[config.mk]
export PLATFORM = sky130hd
export DESIGN_NAME = ledstr_driver
export DESIGN_NICKNAME = d
export VERILOG_FILES = /design/src/rtl/ledstr_pkg.sv /design/src/rtl/ledstr_pattern_shifter.sv /design/src/rtl/ledstr_gap_timer.sv /design/src/rtl/ledstr_sequencer.sv /design/src/rtl/ledstr_driver.sv
export SDC_FILE = /design/constraint.sdc
export NUM_CORES = 1
export LEC_CHECK = 0
export ABC_AREA = 1
export ABC_CLOCK_PERIOD_IN_PS = 2490
export BUFFER_PORTS_ARGS = -buffer_cell sky130_fd_sc_hd__buf_4
export CAP_MARGIN = 10
export CELL_PAD_IN_SITES_DETAIL_PLACEMENT = 2
export CELL_PAD_IN_SITES_GLOBAL_PLACEMENT = 2
export CORE_MARGIN = 2
export CORE_UTILIZATION = 34
export CTS_CLUSTER_DIAMETER = 100
export DETAILED_ROUTE_END_ITERATION = 8
export PLACE_DENSITY_LB_ADDON = 0.1
export SYNTH_ARGS = -nofsm -noshare
export SYNTH_HDL_FRONTEND = slang
export SYNTH_SLANG_ARGS = --single-unit
[constraint.sdc]
create_clock -name clk -period 2.49 [get_ports clk]
set_clock_uncertainty 0.2 [all_clocks]
set_input_delay 0.498 -clock clk [delete_from_list [all_inputs] [get_ports clk]]
set_output_delay 0.498 -clock clk [all_outputs]
set_load 0.02 [all_outputs]
[src/rtl/ledstr_pkg.sv]
package ledstr_pkg;

    typedef enum logic [2:0] {
        ST_CNT_ADDR,
        ST_CNT_CAPT,
        ST_PIX_ADDR,
        ST_PIX_CAPT,
        ST_SEND,
        ST_LATCH
    } seq_state_t;

endpackage

[src/rtl/ledstr_pattern_shifter.sv]
module ledstr_pattern_shifter #(
    parameter int TICKS     = 25,
    parameter int ONE_HIGH  = 16,
    parameter int ZERO_HIGH = 8
) (
    input  logic clk,
    input  logic rst,
    input  logic load,
    input  logic bit_val,
    output logic led_out,
    output logic last_tick
);
    localparam int TW = $clog2(TICKS);
    localparam logic [TICKS-1:0] ALL_ONES = '1;
    localparam logic [TICKS-1:0] PAT_ONE  = ALL_ONES << (TICKS - ONE_HIGH);
    localparam logic [TICKS-1:0] PAT_ZERO = ALL_ONES << (TICKS - ZERO_HIGH);

    logic [TICKS-1:0] sreg;
    logic [TW-1:0]    tick;
    logic             busy;

    always_ff @(posedge clk) begin
        if (rst) begin
            sreg <= '0;
            tick <= '0;
            busy <= 1'b0;
        end else if (load) begin
            sreg <= bit_val ? PAT_ONE : PAT_ZERO;
            tick <= '0;
            busy <= 1'b1;
        end else if (busy) begin
            sreg <= sreg << 1;
            if (tick == TW'(TICKS - 1)) begin
                busy <= 1'b0;
            end else begin
                tick <= tick + 1'b1;
            end
        end
    end

    assign led_out   = sreg[TICKS-1];
    assign last_tick = busy && (tick == TW'(TICKS - 1));

    // a new pattern only starts when the previous window has ended
    assert_load_period_R6: assert property (@(posedge clk) disable iff (rst)
        load |-> (!busy || last_tick));

    // the line falls only after one of the two legal high widths
    assert_high_width_R5: assert property (@(posedge clk) disable iff (rst)
        (busy && $fell(led_out)) |-> (tick == TW'(ONE_HIGH) || tick == TW'(ZERO_HIGH)));

endmodule

[src/rtl/ledstr_gap_timer.sv]
module ledstr_gap_timer #(
    parameter int CYCLES = 1000
) (
    input  logic clk,
    input  logic rst,
    input  logic start,
    output logic done
);
    localparam int CW = $clog2(CYCLES + 1);

    logic [CW-1:0] cnt;
    logic          run;

    always_ff @(posedge clk) begin
        if (rst) begin
            cnt <= '0;
            run <= 1'b0;
        end else if (start) begin
            cnt <= CW'(CYCLES - 1);
            run <= 1'b1;
        end else if (run) begin
            if (cnt == '0) begin
                run <= 1'b0;
            end else begin
                cnt <= cnt - 1'b1;
            end
        end
    end

    assign done = run && (cnt == '0);

endmodule

[src/rtl/ledstr_sequencer.sv]
module ledstr_sequencer
    import ledstr_pkg::*;
#(
    parameter int ADDR_W  = 10,
    parameter int COLOR_W = 24
) (
    input  logic               clk,
    input  logic               rst,
    input  logic [COLOR_W-1:0] rd_data,
    input  logic               last_tick,
    input  logic               gap_done,
    input  logic               led_level,
    output logic [ADDR_W-1:0]  ram_addr,
    output logic               load,
    output logic               bit_val,
    output logic               gap_start
);
    localparam int BW = $clog2(COLOR_W);

    seq_state_t         state;
    seq_state_t         nxt;
    logic [ADDR_W-1:0]  count;
    logic [COLOR_W-1:0] word;
    logic [BW-1:0]      bit_idx;
    logic               more;
    logic               fetch1;
    logic               fetch2;

    // state register
    always_ff @(posedge clk) begin
        if (rst) begin
            state <= ST_CNT_ADDR;
        end else begin
            state <= nxt;
        end
    end

    // next state and outputs
    always_comb begin
        nxt       = state;
        load      = 1'b0;
        bit_val   = 1'b0;
        gap_start = 1'b0;
        unique case (state)
            ST_CNT_ADDR: nxt = ST_CNT_CAPT;
            ST_CNT_CAPT: begin
                if (rd_data[ADDR_W-1:0] == '0) begin
                    nxt       = ST_LATCH;
                    gap_start = 1'b1;
                end else begin
                    nxt = ST_PIX_ADDR;
                end
            end
            ST_PIX_ADDR: nxt = ST_PIX_CAPT;
            ST_PIX_CAPT: begin
                load    = 1'b1;
                bit_val = rd_data[COLOR_W-1];
                nxt     = ST_SEND;
            end
            ST_SEND: begin
                if (last_tick) begin
                    if (bit_idx != '0) begin
                        load    = 1'b1;
                        bit_val = word[bit_idx - 1'b1];
                    end else if (more) begin
                        load    = 1'b1;
                        bit_val = word[COLOR_W-1];
                    end else begin
                        nxt       = ST_LATCH;
                        gap_start = 1'b1;
                    end
                end
            end
            ST_LATCH: begin
                if (gap_done) begin
                    nxt = ST_CNT_ADDR;
                end
            end
            default: nxt = ST_CNT_ADDR;
        endcase
    end

    // address, count, pixel word and bit index
    always_ff @(posedge clk) begin
        if (rst) begin
            ram_addr <= '0;
            count    <= '0;
            word     <= '0;
            bit_idx  <= '0;
            more     <= 1'b0;
            fetch1   <= 1'b0;
            fetch2   <= 1'b0;
        end else begin
            fetch1 <= 1'b0;
            fetch2 <= fetch1;
            if (fetch2) begin
                word <= rd_data;
            end
            case (state)
                ST_CNT_CAPT: begin
                    count <= rd_data[ADDR_W-1:0];
                    if (rd_data[ADDR_W-1:0] != '0) begin
                        ram_addr <= ADDR_W'(1);
                    end
                end
                ST_PIX_CAPT: begin
                    word    <= rd_data;
                    bit_idx <= BW'(COLOR_W - 1);
                end
                ST_SEND: begin
                    if (last_tick) begin
                        if (bit_idx != '0) begin
                            bit_idx <= bit_idx - 1'b1;
                            if (bit_idx == BW'(1)) begin
                                if (ram_addr != count) begin
                                    ram_addr <= ram_addr + 1'b1;
                                    more     <= 1'b1;
                                    fetch1   <= 1'b1;
                                end else begin
                                    more <= 1'b0;
                                end
                            end
                        end else if (more) begin
                            bit_idx <= BW'(COLOR_W - 1);
                            more    <= 1'b0;
                        end else begin
                            ram_addr <= '0;
                        end
                    end
                end
                default: ;
            endcase
        end
    end

    // the first cycle out of reset reads the count word
    assert_reset_start_R1: assert property (@(posedge clk) disable iff (rst)
        $past(rst) |-> (state == ST_CNT_ADDR && ram_addr == '0 && !led_level));

    // pixel reads never pass the captured count
    assert_addr_bound_R3: assert property (@(posedge clk) disable iff (rst)
        (state != ST_CNT_ADDR && state != ST_CNT_CAPT) |-> (ram_addr <= count));

    // the address only steps by one or goes back to zero
    assert_addr_step_R3: assert property (@(posedge clk) disable iff (rst)
        !$stable(ram_addr) |-> (ram_addr == '0 || ram_addr == ADDR_W'($past(ram_addr) + 1'b1)));

    // a zero count goes straight to the gap
    assert_zero_skip_R2: assert property (@(posedge clk) disable iff (rst)
        (state == ST_CNT_CAPT && rd_data[ADDR_W-1:0] == '0) |=> (state == ST_LATCH));

    // the line is low for the whole gap
    assert_latch_low_R7: assert property (@(posedge clk) disable iff (rst)
        (state == ST_LATCH) |-> !led_level);

    // after the gap the count word is read again
    assert_reread_R8: assert property (@(posedge clk) disable iff (rst)
        (state == ST_LATCH && gap_done) |=> (state == ST_CNT_ADDR && ram_addr == '0));

endmodule

[src/rtl/ledstr_driver.sv]
module ledstr_driver #(
    parameter int ADDR_W       = 10,
    parameter int COLOR_W      = 24,
    parameter int TICKS        = 25,
    parameter int ONE_HIGH     = 16,
    parameter int ZERO_HIGH    = 8,
    parameter int LATCH_CYCLES = 1000
) (
    input  logic               clk,
    input  logic               rst,
    output logic [ADDR_W-1:0]  ram_addr,
    input  logic [COLOR_W-1:0] ram_rdata,
    output logic               led_out
);
    logic load;
    logic bit_val;
    logic last_tick;
    logic gap_start;
    logic gap_done;

    ledstr_sequencer #(
        .ADDR_W (ADDR_W),
        .COLOR_W(COLOR_W)
    ) u_seq (
        .clk      (clk),
        .rst      (rst),
        .rd_data  (ram_rdata),
        .last_tick(last_tick),
        .gap_done (gap_done),
        .led_level(led_out),
        .ram_addr (ram_addr),
        .load     (load),
        .bit_val  (bit_val),
        .gap_start(gap_start)
    );

    ledstr_pattern_shifter #(
        .TICKS    (TICKS),
        .ONE_HIGH (ONE_HIGH),
        .ZERO_HIGH(ZERO_HIGH)
    ) u_shift (
        .clk      (clk),
        .rst      (rst),
        .load     (load),
        .bit_val  (bit_val),
        .led_out  (led_out),
        .last_tick(last_tick)
    );

    ledstr_gap_timer #(
        .CYCLES(LATCH_CYCLES)
    ) u_gap (
        .clk  (clk),
        .rst  (rst),
        .start(gap_start),
        .done (gap_done)
    );

endmodule

==> impl_metrics.py, run 1 <==
metrics = {
    "place": {
        "port_buffers": 36,
        "finalWeightedCongestion": 0.7705,
        "hpwl_mm": 10.38,
        "pre_cts_slack_ps": 202.9,
        "dpl.cell_count": 869,
    },
    "clock_network": {
        "cts_sinks": 88,
        "cts_resized": 0,
        "htree_levels": 3,
        "clk_pin_slew_ps": 70,
        "cts_setup_buffers": 0,
        "clock_latency_ps": 360,
        "hold_buffers": 0,
        "cts_tree": "done",
        "clk_path_buf_depth": 2,
        "cts_root_buf": "clkbuf_16",
        "numCtsBuffers": 9,
    },
    "drt": {
        "first_pass_iters": 4,
        "route.detailed.drc": 0,
        "routed_wirelength_mm": 13.94,
        "drtIter0Drc": 195,
        "wl_per_cell_um": 15.75,
        "final_antenna_net_count": 0,
        "via_per_inst": 5.010,
        "vias": 4434,
    },
    "logic_synthesis": {
        "synth_edf_count": 0,
        "syn_area_mm2": 0.004609,
        "yosysWarningCount": 0,
        "synth_area_per_cell_um2": 6.900,
        "ys_seq_elements": 88,
        "synth_seq_area_share": 0.3822,
        "ys_types": 45,
        "synthCells": 668,
        "yosys_most_used_dff": "dfxtp_1",
        "synthArstFlopShare": 0,
        "syn-num-nets": 702,
    },
    "critical_path": {
        "crit_top_cell": "inv_1",
        "path_delay_family": "simple AND/OR/NAND/NOR gates",
        "cpMaxStageDelayCell": "dfxtp_1",
        "critPathLaunchType": "flip-flop",
        "reg2reg_to": "u_shift.sreg[16]",
        "endpoint_kind": "flip-flop",
        "slowest_delay_ps": 310,
        "path_buf_inv": 5,
        "crit_type": "flip-flop to flip-flop",
        "timing.rr.start": "u_seq.bit_idx[1]",
        "cp_max_fo": 14,
        "cp.required_ps": 2540,
        "crit_arrival_ps": 2320,
        "rr_worst_depth": 13,
        "worstPathCellList": "inv_1 -> ha_1 -> nand3_4 -> nor2_4 -> inv_2 -> nand2_4 -> nand2_4 -> inv_4 -> nand2_2 -> o21ai_1 -> inv_1 -> nand2_1 -> inv_1",
        "reg2reg_slack_ps": 220,
    },
    "finish": {
        "area_growth_pct": 15.83,
        "fin_cells": 885,
        "fin_nets": 738,
        "n_fill_cell": 1627,
        "post-route-util": 0.4032,
        "final-seq-area_mm2": 0.001762,
        "antenna_cells": 0,
        "drive_gt1_frac": 0.1439,
        "multi_input_area_mm2": 0.002364,
    },
    "floorplan": {
        "die-area_mm2": 0.01450,
        "io_pins": 37,
        "rows": 42,
        "die_x_um": 120.4,
        "core-area_mm2": 0.01324,
        "die_h_um": 120.4,
        "start_util": 0.3481,
    },
    "sta": {
        "tns_ps": 0,
        "fmax_mhz": 439.6,
        "tightest_slew_ps": 819.7,
        "hold_slack_ps": 196.5,
        "timing.final.ws_setup_ps": 215.4,
        "slew_violations": 0,
        "max-slew-margin-rel": 0.4515,
        "rsz0062_at_grt": "false",
        "finalHoldViolations": 0,
        "fin_crit_sh": 0.9135,
        "finalCriticalPeriod_ps": 2275,
        "finalSetupViolCount": 0,
    },
    "worst_hold_path": {
        "worstHoldStart": "ram_rdata[17]",
        "min_to": "u_seq.word[17]",
        "hold_path_depth": 3,
        "min_path_type": "input port to flip-flop",
    },
    "global_route": {
        "grt_pass1_wl_mm": 23.84,
        "overflow": 0,
        "antenna_found_initial": 0,
        "grt_pass1_vias": 4851,
        "grtUsageTotal": 0.2049,
        "grt_start_max_net_pins": 35,
    },
    "run_status": {
        "outcome": "completed",
    },
    "pwr": {
        "power_density_mw_per_mm2": 985.7,
        "ir_drop_uv": 458.7,
        "p_leak_nw": 2.331,
    },
    "job": {
        "maxCapViolCount": 0,
    },
}
## logic make-up (layout without fill, tap and decap cells)
group,after synthesis,count (layout),synth area share
buffers and inverters,114,155,0.1050
AOI/OAI and AO/OA,127,127,0.1466
and+or+nand+nor,324,324,0.3312
adders and majority gates,8,8,0.02172
DFF,88,88,0.3822
xor gates and xnor gates,7,7,0.01330
## Yosys cell counts, types with 7 or more instances
cell type / count / area, µm²
nand4_1: 13 / 81.33
clkbuf_1: 7 / 26.28
nor2_1: 95 / 356.6
a21oi_1: 38 / 190.2
ha_1: 8 / 100.1
inv_1: 82 / 307.8
nand2_2: 8 / 50.05
nand2_1: 119 / 446.7
nand3_1: 56 / 280.3
o21ai_0: 62 / 310.3
dfxtp_1: 88 / 1762
o21ai_1: 16 / 80.08
buf_2: 7 / 35.03
## area by class of cell
| class | count | share of cell area |
|---|---|---|
| Clock buffer | 9 | 0.04218 |
| Sequential cell | 88 | 0.3300 |
| Tap cell | 176 | 0.04125 |
| Clock inverter | 7 | 0.01148 |
| Timing Repair Buffer | 48 | 0.06749 |
| Multi-Input combinational cell | 466 | 0.4427 |
| Inverter | 91 | 0.06492 |
## how the worst max path moves through the flow
stage                     slack [ps]                to  depth (start not counted)        startpoint
final                            220  u_shift.sreg[16]                         13  u_seq.bit_idx[1]
after global routing              30  u_shift.sreg[16]                         13  u_seq.bit_idx[1]
after CTS                        160  u_shift.sreg[16]                         13  u_seq.bit_idx[1]
after detailed placement         200  u_shift.sreg[11]                         13  u_seq.bit_idx[1]
after global placement           360  u_shift.sreg[14]                         13  u_seq.bit_idx[1]
after floorplan                  380   u_shift.sreg[9]                         14  u_seq.bit_idx[0]
## metal layers
| layer | wire (µm) | GRT usage | share of wire |
|---|---|---|---|
| met5 | 0 | 0 | 0 |
| met2 | 7212 | 0.3810 | 0.52 |
| met3 | 283 | 0.03962 | 0.020 |
| met4 | 126 | 0.04797 | 0.0090 |
| met1 | 6318 | 0.2411 | 0.45 |
## worst register-to-register path: stages, from the launching register on
cell and delay [ps]:
dfxtp_1 310, inv_1 170, ha_1 250, nand3_4 180, nor2_4 140, inv_2 70
nand2_4 80, nand2_4 100, inv_4 170, nand2_2 140, o21ai_1 170, inv_1 60
nand2_1 70, inv_1 50
## report_power, final
group          internal [mW]  leakage, nW  switching, mW
clock network          0.696        0.135          0.643
registers               1.73        0.715          0.222
logic                  0.658         1.48           1.32
total                   3.08         2.33           2.18
## cells in the final DEF, fill, tap and decap left out, types with 2 or more instances in the layout
cell type	instances
xnor2_1	2
inv_2	6
nor2_1	95
o21ai_1	16
nor2_4	4
clkbuf_16	9
nor4_1	4
nor2_2	3
o21ai_0	62
nand4_4	2
ha_1	8
nor3b_1	3
nand4_1	13
a21oi_1	38
dfxtp_1	88
buf_4	48
xor2_1	5
inv_6	3
nand2_1	119
clkinvlp_4	2
nand2_2	8
inv_4	2
inv_1	82
nand2_4	4
a31oi_1	3
nor3_1	6
nand3_1	56
## state kept, by name, indices dropped and copies added, names as in the netlist
signal / count
u_seq.state: 3
u_seq.ram_addr: 10
u_shift.sreg: 16
u_seq.count: 10
u_seq.fetch2: 1
u_shift.tick: 5
u_seq.fetch1: 1
u_seq.more: 1
u_gap.cnt: 10
u_seq.bit_idx: 5
u_gap.run: 1
u_shift.busy: 1
u_seq.word: 24
## through the flow
step | total power [mW] | instance area [µm²]
finish | 5.263 | 5339
global route | 5.699 | 5339
CTS | 5.373 | 5339
detailed placement | 3.988 | 5052
global placement | 3.864 | 5052
floorplan | 3.422 | 4609
Note: power is estimated with default switching activity, not from simulation.
==> run 2: changes to the inputs <==
--- a/config.mk
+++ b/config.mk
@@ -7,14 +7,14 @@
 export LEC_CHECK = 0
 export ABC_AREA = 1
 export ABC_CLOCK_PERIOD_IN_PS = 2490
-export BUFFER_PORTS_ARGS = -buffer_cell sky130_fd_sc_hd__buf_4
 export CAP_MARGIN = 10
 export CELL_PAD_IN_SITES_DETAIL_PLACEMENT = 2
 export CELL_PAD_IN_SITES_GLOBAL_PLACEMENT = 2
 export CORE_MARGIN = 2
-export CORE_UTILIZATION = 34
+export CORE_UTILIZATION = 36
 export CTS_CLUSTER_DIAMETER = 100
 export DETAILED_ROUTE_END_ITERATION = 8
+export DONT_BUFFER_PORTS = 1
 export PLACE_DENSITY_LB_ADDON = 0.1
 export SYNTH_ARGS = -nofsm -noshare
 export SYNTH_HDL_FRONTEND = slang
==> run 2 against run 1 <==
Effect of this change:
- final area shrank 2.5%
- combinational power is essentially flat
- global-route usage increased by 1.9 points
- hold slack lost 180 ps
- count of clock-buffer cells in the layout up 2
- non-clock buffer count shrank 29
- via count decreased by 0.38%
- worst setup slack better by 40 ps
- critical endpoint is now u_shift.sreg[10]
- utilization up 1.1 points
- critical path depth stayed put
- sequential power about the same
==> impl_metrics.py, run 2 (synthesis gave the netlist of run 1 again) <==
metrics = {
    "worst_hold_path": {
        "hold_path_depth": 1,
        "worstHoldStart": "rst",
        "min_path_type": "input port to flip-flop",
    },
    "place": {
        "dpl.cell_count": 834,
        "hpwl_mm": 10.48,
        "placed_cell_area_mm2": 0.004815,
        "finalWeightedCongestion": 0.7872,
        "pre_cts_slack_ps": 241.6,
        "port_buffers": 0,
    },
    "global_route": {
        "grtUsageTotal": 0.2242,
        "grt_pass1_vias": 4773,
        "grt_pass1_wl_mm": 23.87,
        "grt_util_met3": 0.02987,
        "antenna_found_initial": 0,
        "use_met2": 0.4207,
        "grt-busiest-layer": "met2",
        "overflow": 0,
        "use_met1": 0.2582,
        "grt_start_max_net_pins": 34,
    },
    "drt": {
        "routed_wirelength_mm": 14.25,
        "wl_per_cell_um": 16.72,
        "vias": 4417,
        "drtIter0Drc": 130,
        "final_antenna_net_count": 0,
        "first_pass_iters": 4,
        "via_per_inst": 5.184,
        "route.detailed.drc": 0,
    },
    "critical_path": {
        "critPathLaunchType": "flip-flop",
        "cp.required_ps": 2540,
        "crit_type": "flip-flop to flip-flop",
        "startpoint": "u_seq.bit_idx[1]",
        "timing.rr.start": "u_seq.bit_idx[1]",
        "endpoint_kind": "flip-flop",
        "cp_max_fo": 14,
        "crit_arrival_ps": 2290,
        "rr_worst_depth": 13,
    },
    "floorplan": {
        "rows": 41,
        "core-area_mm2": 0.01257,
        "die_h_um": 117.2,
        "die-area_mm2": 0.01373,
        "start_util": 0.3667,
        "io_pins": 37,
        "die_x_um": 117.2,
    },
    "pwr": {
        "ir_drop_uv": 381.4,
        "power_density_mw_per_mm2": 1080,
        "p_leak_nw": 2.228,
    },
    "sta": {
        "finalSetupViolCount": 0,
        "finalHoldViolations": 0,
        "tightest_slew_ps": 854.6,
        "finalCriticalPeriod_ps": 2235,
        "tns_ps": 0,
        "slew_violations": 0,
        "fmax_mhz": 447.4,
        "timing.final.ws_setup_ps": 255.0,
        "fin_crit_sh": 0.8976,
        "rsz0062_at_grt": "false",
        "max-slew-margin-rel": 0.4282,
    },
    "clock_network": {
        "cts_root_buf": "clkbuf_16",
        "cts_tree": "done",
        "clk_path_buf_depth": 2,
        "clock_latency_ps": 350,
        "htree_levels": 3,
        "cts_sinks": 88,
        "clk_pin_slew_ps": 60,
        "numCtsBuffers": 9,
    },
    "finish": {
        "fin_area_mm2": 0.005205,
        "post-route-util": 0.4141,
        "largestRegisters": "u_seq.word: 24 flops, u_shift.sreg: 16 flops",
        "fin_nets": 709,
        "largest_register_ff_count": 24,
        "drive_gt1_frac": 0.1044,
        "antenna_cells": 0,
        "final_cell_mix": "nand2_1 (119), nor2_1 (95), dfxtp_1 (88)",
        "layout_commonest_cell": "nand2_1",
        "fin_cells": 852,
        "area_growth_pct": 12.92,
        "top_register": "u_seq.word",
    },
    "job": {
        "maxCapViolCount": 0,
    },
    "run_status": {
        "outcome": "completed",
    },
}
run 2: cell count changes in the layout (fill, tap and decap cells not counted), moves of 2 or more:
cell and delta:
dlygate4sd3_1 +2, inv_6 -3, buf_4 -31, bufinv_16 +4
run 2: critical path: stages, from the launching register on:
cell,delay (ps)
dfxtp_1,310
inv_1,180
ha_1,240
nand3_4,180
nor2_4,140
inv_2,70
nand2_4,80
nand2_4,100
inv_4,160
nand2_2,130
o21ai_1,180
inv_1,60
nand2_1,60
inv_1,40
run 2: what timing repair did:
item	CTS	global route
gates resized for setup	0	1
hold endpoints to repair	4	0
hold buffers	2	0
setup endpoints to repair	0	1
setup buffers	0	0
run 2: path summary, 6_finish.rpt:
path,slack (ps),to
max,250,u_shift.sreg[10]
min,10,u_gap.cnt[6]
max reg2reg,250,u_shift.sreg[10]
min reg2reg,210,u_seq.fetch2
run 2: metal layers:
| layer | up-vias | part of all wire |
|---|---|---|
| met5 | - | 0 |
| met4 | 0 | 0.016 |
| met3 | 15 | 0.020 |
| met1 | 2190 | 0.43 |
| li1 | 2170 | - |
| met2 | 42 | 0.53 |
run 2: where the power goes:
part	internal, mW	switching [mW]	total (mW)	leakage [nW]
Combinational	0.631	1.34	1.97	1.34
Sequential	1.73	0.221	1.95	0.715
Clock	1.11	0.595	1.71	0.176
Total	3.47	2.15	5.62	2.23
run 2: layout make-up:
cell class	count	area, µm²
repair buffers	19	147.6
multi-input cells	466	2364
flip-flops and latches	88	1762
clock buffers	11	242.7
fillers	1516	7363
clock inverters	5	127.6
inverters	91	346.6
well taps	172	215.2
run 2: per-stage QoR:
stage	hold WS [ps]	power [mW]
2_1_floorplan	188.3	3.422
3_3_place_gp	203.3	3.799
3_5_place_dp	211.3	3.929
4_1_cts	0.8026	5.688
5_1_grt	2.225	6.036
6_report	12.61	5.622
==> run 3: changes to the inputs <==
--- a/config.mk
+++ b/config.mk
@@ -15,7 +15,9 @@
 export CTS_CLUSTER_DIAMETER = 100
 export DETAILED_ROUTE_END_ITERATION = 8
 export DONT_BUFFER_PORTS = 1
+export HOLD_SLACK_MARGIN = 0.03
 export PLACE_DENSITY_LB_ADDON = 0.1
+export SLEW_MARGIN = 30
 export SYNTH_ARGS = -nofsm -noshare
 export SYNTH_HDL_FRONTEND = slang
 export SYNTH_SLANG_ARGS = --single-unit
==> run 3 against run 2 <==
Effect of this change:
- register-to-register slack hardly changed
- sequential power is essentially flat
- hold slack gained 59 ps
==> impl_metrics.py, run 3 (synthesis gave the netlist of run 1 again) <==
metrics = {
    "pwr": {
        "comb_power_share": 0.351,
        "pwr-share-clk": 0.302,
        "p_int_mw": 3.469,
        "seqPwrFrac": 0.347,
        "p_switching_mw": 2.151,
        "power_density_mw_per_mm2": 1080,
        "p_leak_nw": 2.228,
        "netSwitchingFraction": 0.3827,
        "ir_drop_uv": 381.1,
    },
    "finish": {
        "fin_cells": 852,
        "fin_area_mm2": 0.005205,
        "antenna_cells": 0,
        "top_register": "u_seq.word",
        "largest_register_ff_count": 24,
        "final_cell_mix": "nand2_1 (119), nor2_1 (95), dfxtp_1 (88)",
        "drive_gt1_frac": 0.1044,
        "area_growth_pct": 12.92,
        "fin_nets": 709,
        "largestRegisters": "u_seq.word: 24 flops, u_shift.sreg: 16 flops",
        "n_fill_cell": 1513,
        "layout_commonest_cell": "nand2_1",
    },
    "critical_path": {
        "crit_arrival_ps": 2280,
        "cp_max_fo": 14,
        "crit_type": "flip-flop to flip-flop",
        "cp.required_ps": 2540,
        "timing.rr.start": "u_seq.bit_idx[1]",
        "endpoint_kind": "flip-flop",
        "critPathLaunchType": "flip-flop",
        "startpoint": "u_seq.bit_idx[1]",
    },
    "sta": {
        "slew_violations": 0,
        "tns_ps": 0,
        "finalHoldViolations": 0,
        "max-slew-margin-rel": 0.3719,
        "fmax_mhz": 449.5,
        "finalSetupViolCount": 0,
        "finalCriticalPeriod_ps": 2225,
        "tightest_slew_ps": 939.1,
        "fin_crit_sh": 0.8935,
        "rsz0062_at_grt": "false",
    },
    "clock_network": {
        "cts_root_buf": "clkbuf_16",
        "numCtsBuffers": 9,
        "cts_sinks": 88,
        "cts_tree": "done",
        "clock_latency_ps": 350,
        "clk_path_buf_depth": 2,
        "clk_pin_slew_ps": 60,
        "cts_setup_buffers": 0,
        "htree_levels": 3,
    },
    "run_status": {
        "outcome": "completed",
    },
    "global_route": {
        "antenna_found_initial": 0,
        "grtUsageTotal": 0.2242,
        "grt_pass1_vias": 4775,
        "grt_pass1_wl_mm": 23.87,
        "overflow": 0,
        "grt_start_max_net_pins": 34,
    },
    "floorplan": {
        "core-area_mm2": 0.01257,
        "start_util": 0.3667,
        "die_h_um": 117.2,
        "rows": 41,
        "die_x_um": 117.2,
        "io_pins": 37,
        "die-area_mm2": 0.01373,
    },
    "drt": {
        "wl_per_cell_um": 16.74,
        "routed_wirelength_mm": 14.26,
        "first_pass_iters": 4,
        "route.detailed.drc": 0,
        "via_per_inst": 5.187,
        "final_antenna_net_count": 0,
        "drtIter0Drc": 133,
        "vias": 4419,
    },
    "worst_hold_path": {
        "min_path_type": "input port to flip-flop",
        "worstHoldStart": "rst",
    },
    "place": {
        "port_buffers": 0,
        "dpl.cell_count": 834,
        "finalWeightedCongestion": 0.7872,
        "placed_cell_area_mm2": 0.004815,
        "hpwl_mm": 10.48,
    },
    "job": {
        "maxCapViolCount": 0,
    },
}
==> run 3: repair_timing <==
item,in CTS,in global routing
hold buffers,2,0
endpoints found under the setup margin,0,1
gates resized for setup,0,1
endpoints found under the hold margin,20,0
==> run 3: critical path, stage by stage, from the launching register on <==
cell	delay [ps]
dfxtp_1	310
inv_1	180
ha_1	240
nand3_4	180
nor2_4	140
inv_2	70
nand2_4	80
nand2_4	100
inv_4	160
nand2_2	130
o21ai_1	180
inv_1	60
nand2_1	60
inv_1	40
==> run 3: metal layers <==
metal / global-route usage / vias up / part of all wire
li1: - / 2170 / -
met1: 0.2579 / 2188 / 0.43
met2: 0.4211 / 42 / 0.53
met3: 0.02987 / 19 / 0.019
met4: 0.08157 / 0 / 0.017
met5: 0 / - / 0
==> run 3: layout make-up <==
class | count | area (µm²) | area share
clock buffers | 11 | 242.7 | 0.04663
repair buffers | 19 | 147.6 | 0.02837
clock inverters | 5 | 127.6 | 0.02452
inverters | 91 | 346.6 | 0.06659
multi-input cells | 466 | 2364 | 0.4541
flip-flops and latches | 88 | 1762 | 0.3385
well taps | 172 | 215.2 | 0.04135
==> run 3: final timing paths <==
path                       to  slack (ps)  depth (start not counted)
max          u_shift.sreg[10]         270                         13
min          u_seq.bit_idx[3]          70                          1
max reg2reg  u_shift.sreg[10]         270                         13
min reg2reg      u_seq.fetch2         210                          2
==> run 3: power groups by stage <==
stage | Combinational, mW | Clock, mW | Sequential (mW)
finish | 1.97 | 1.70 | 1.95
global route | 2.25 | 1.80 | 1.99
CTS | 2.00 | 1.74 | 1.95
detailed placement | 1.95 | 0 | 1.98
global placement | 1.84 | 0 | 1.96
floorplan | 1.49 | 0 | 1.93
==> run 3: per-stage QoR <==
stage	power, mW	utilization	worst slack [ps]	hold slack [ps]
floorplan	3.422	-	378.1	188.3
global placement	3.799	0.3831	360.4	203.3
detailed placement	3.929	0.3831	241.6	211.3
CTS	5.692	0.4141	214.0	62.85
global route	6.040	0.4141	11.19	66.54
finish	5.620	0.4141	265.2	71.35
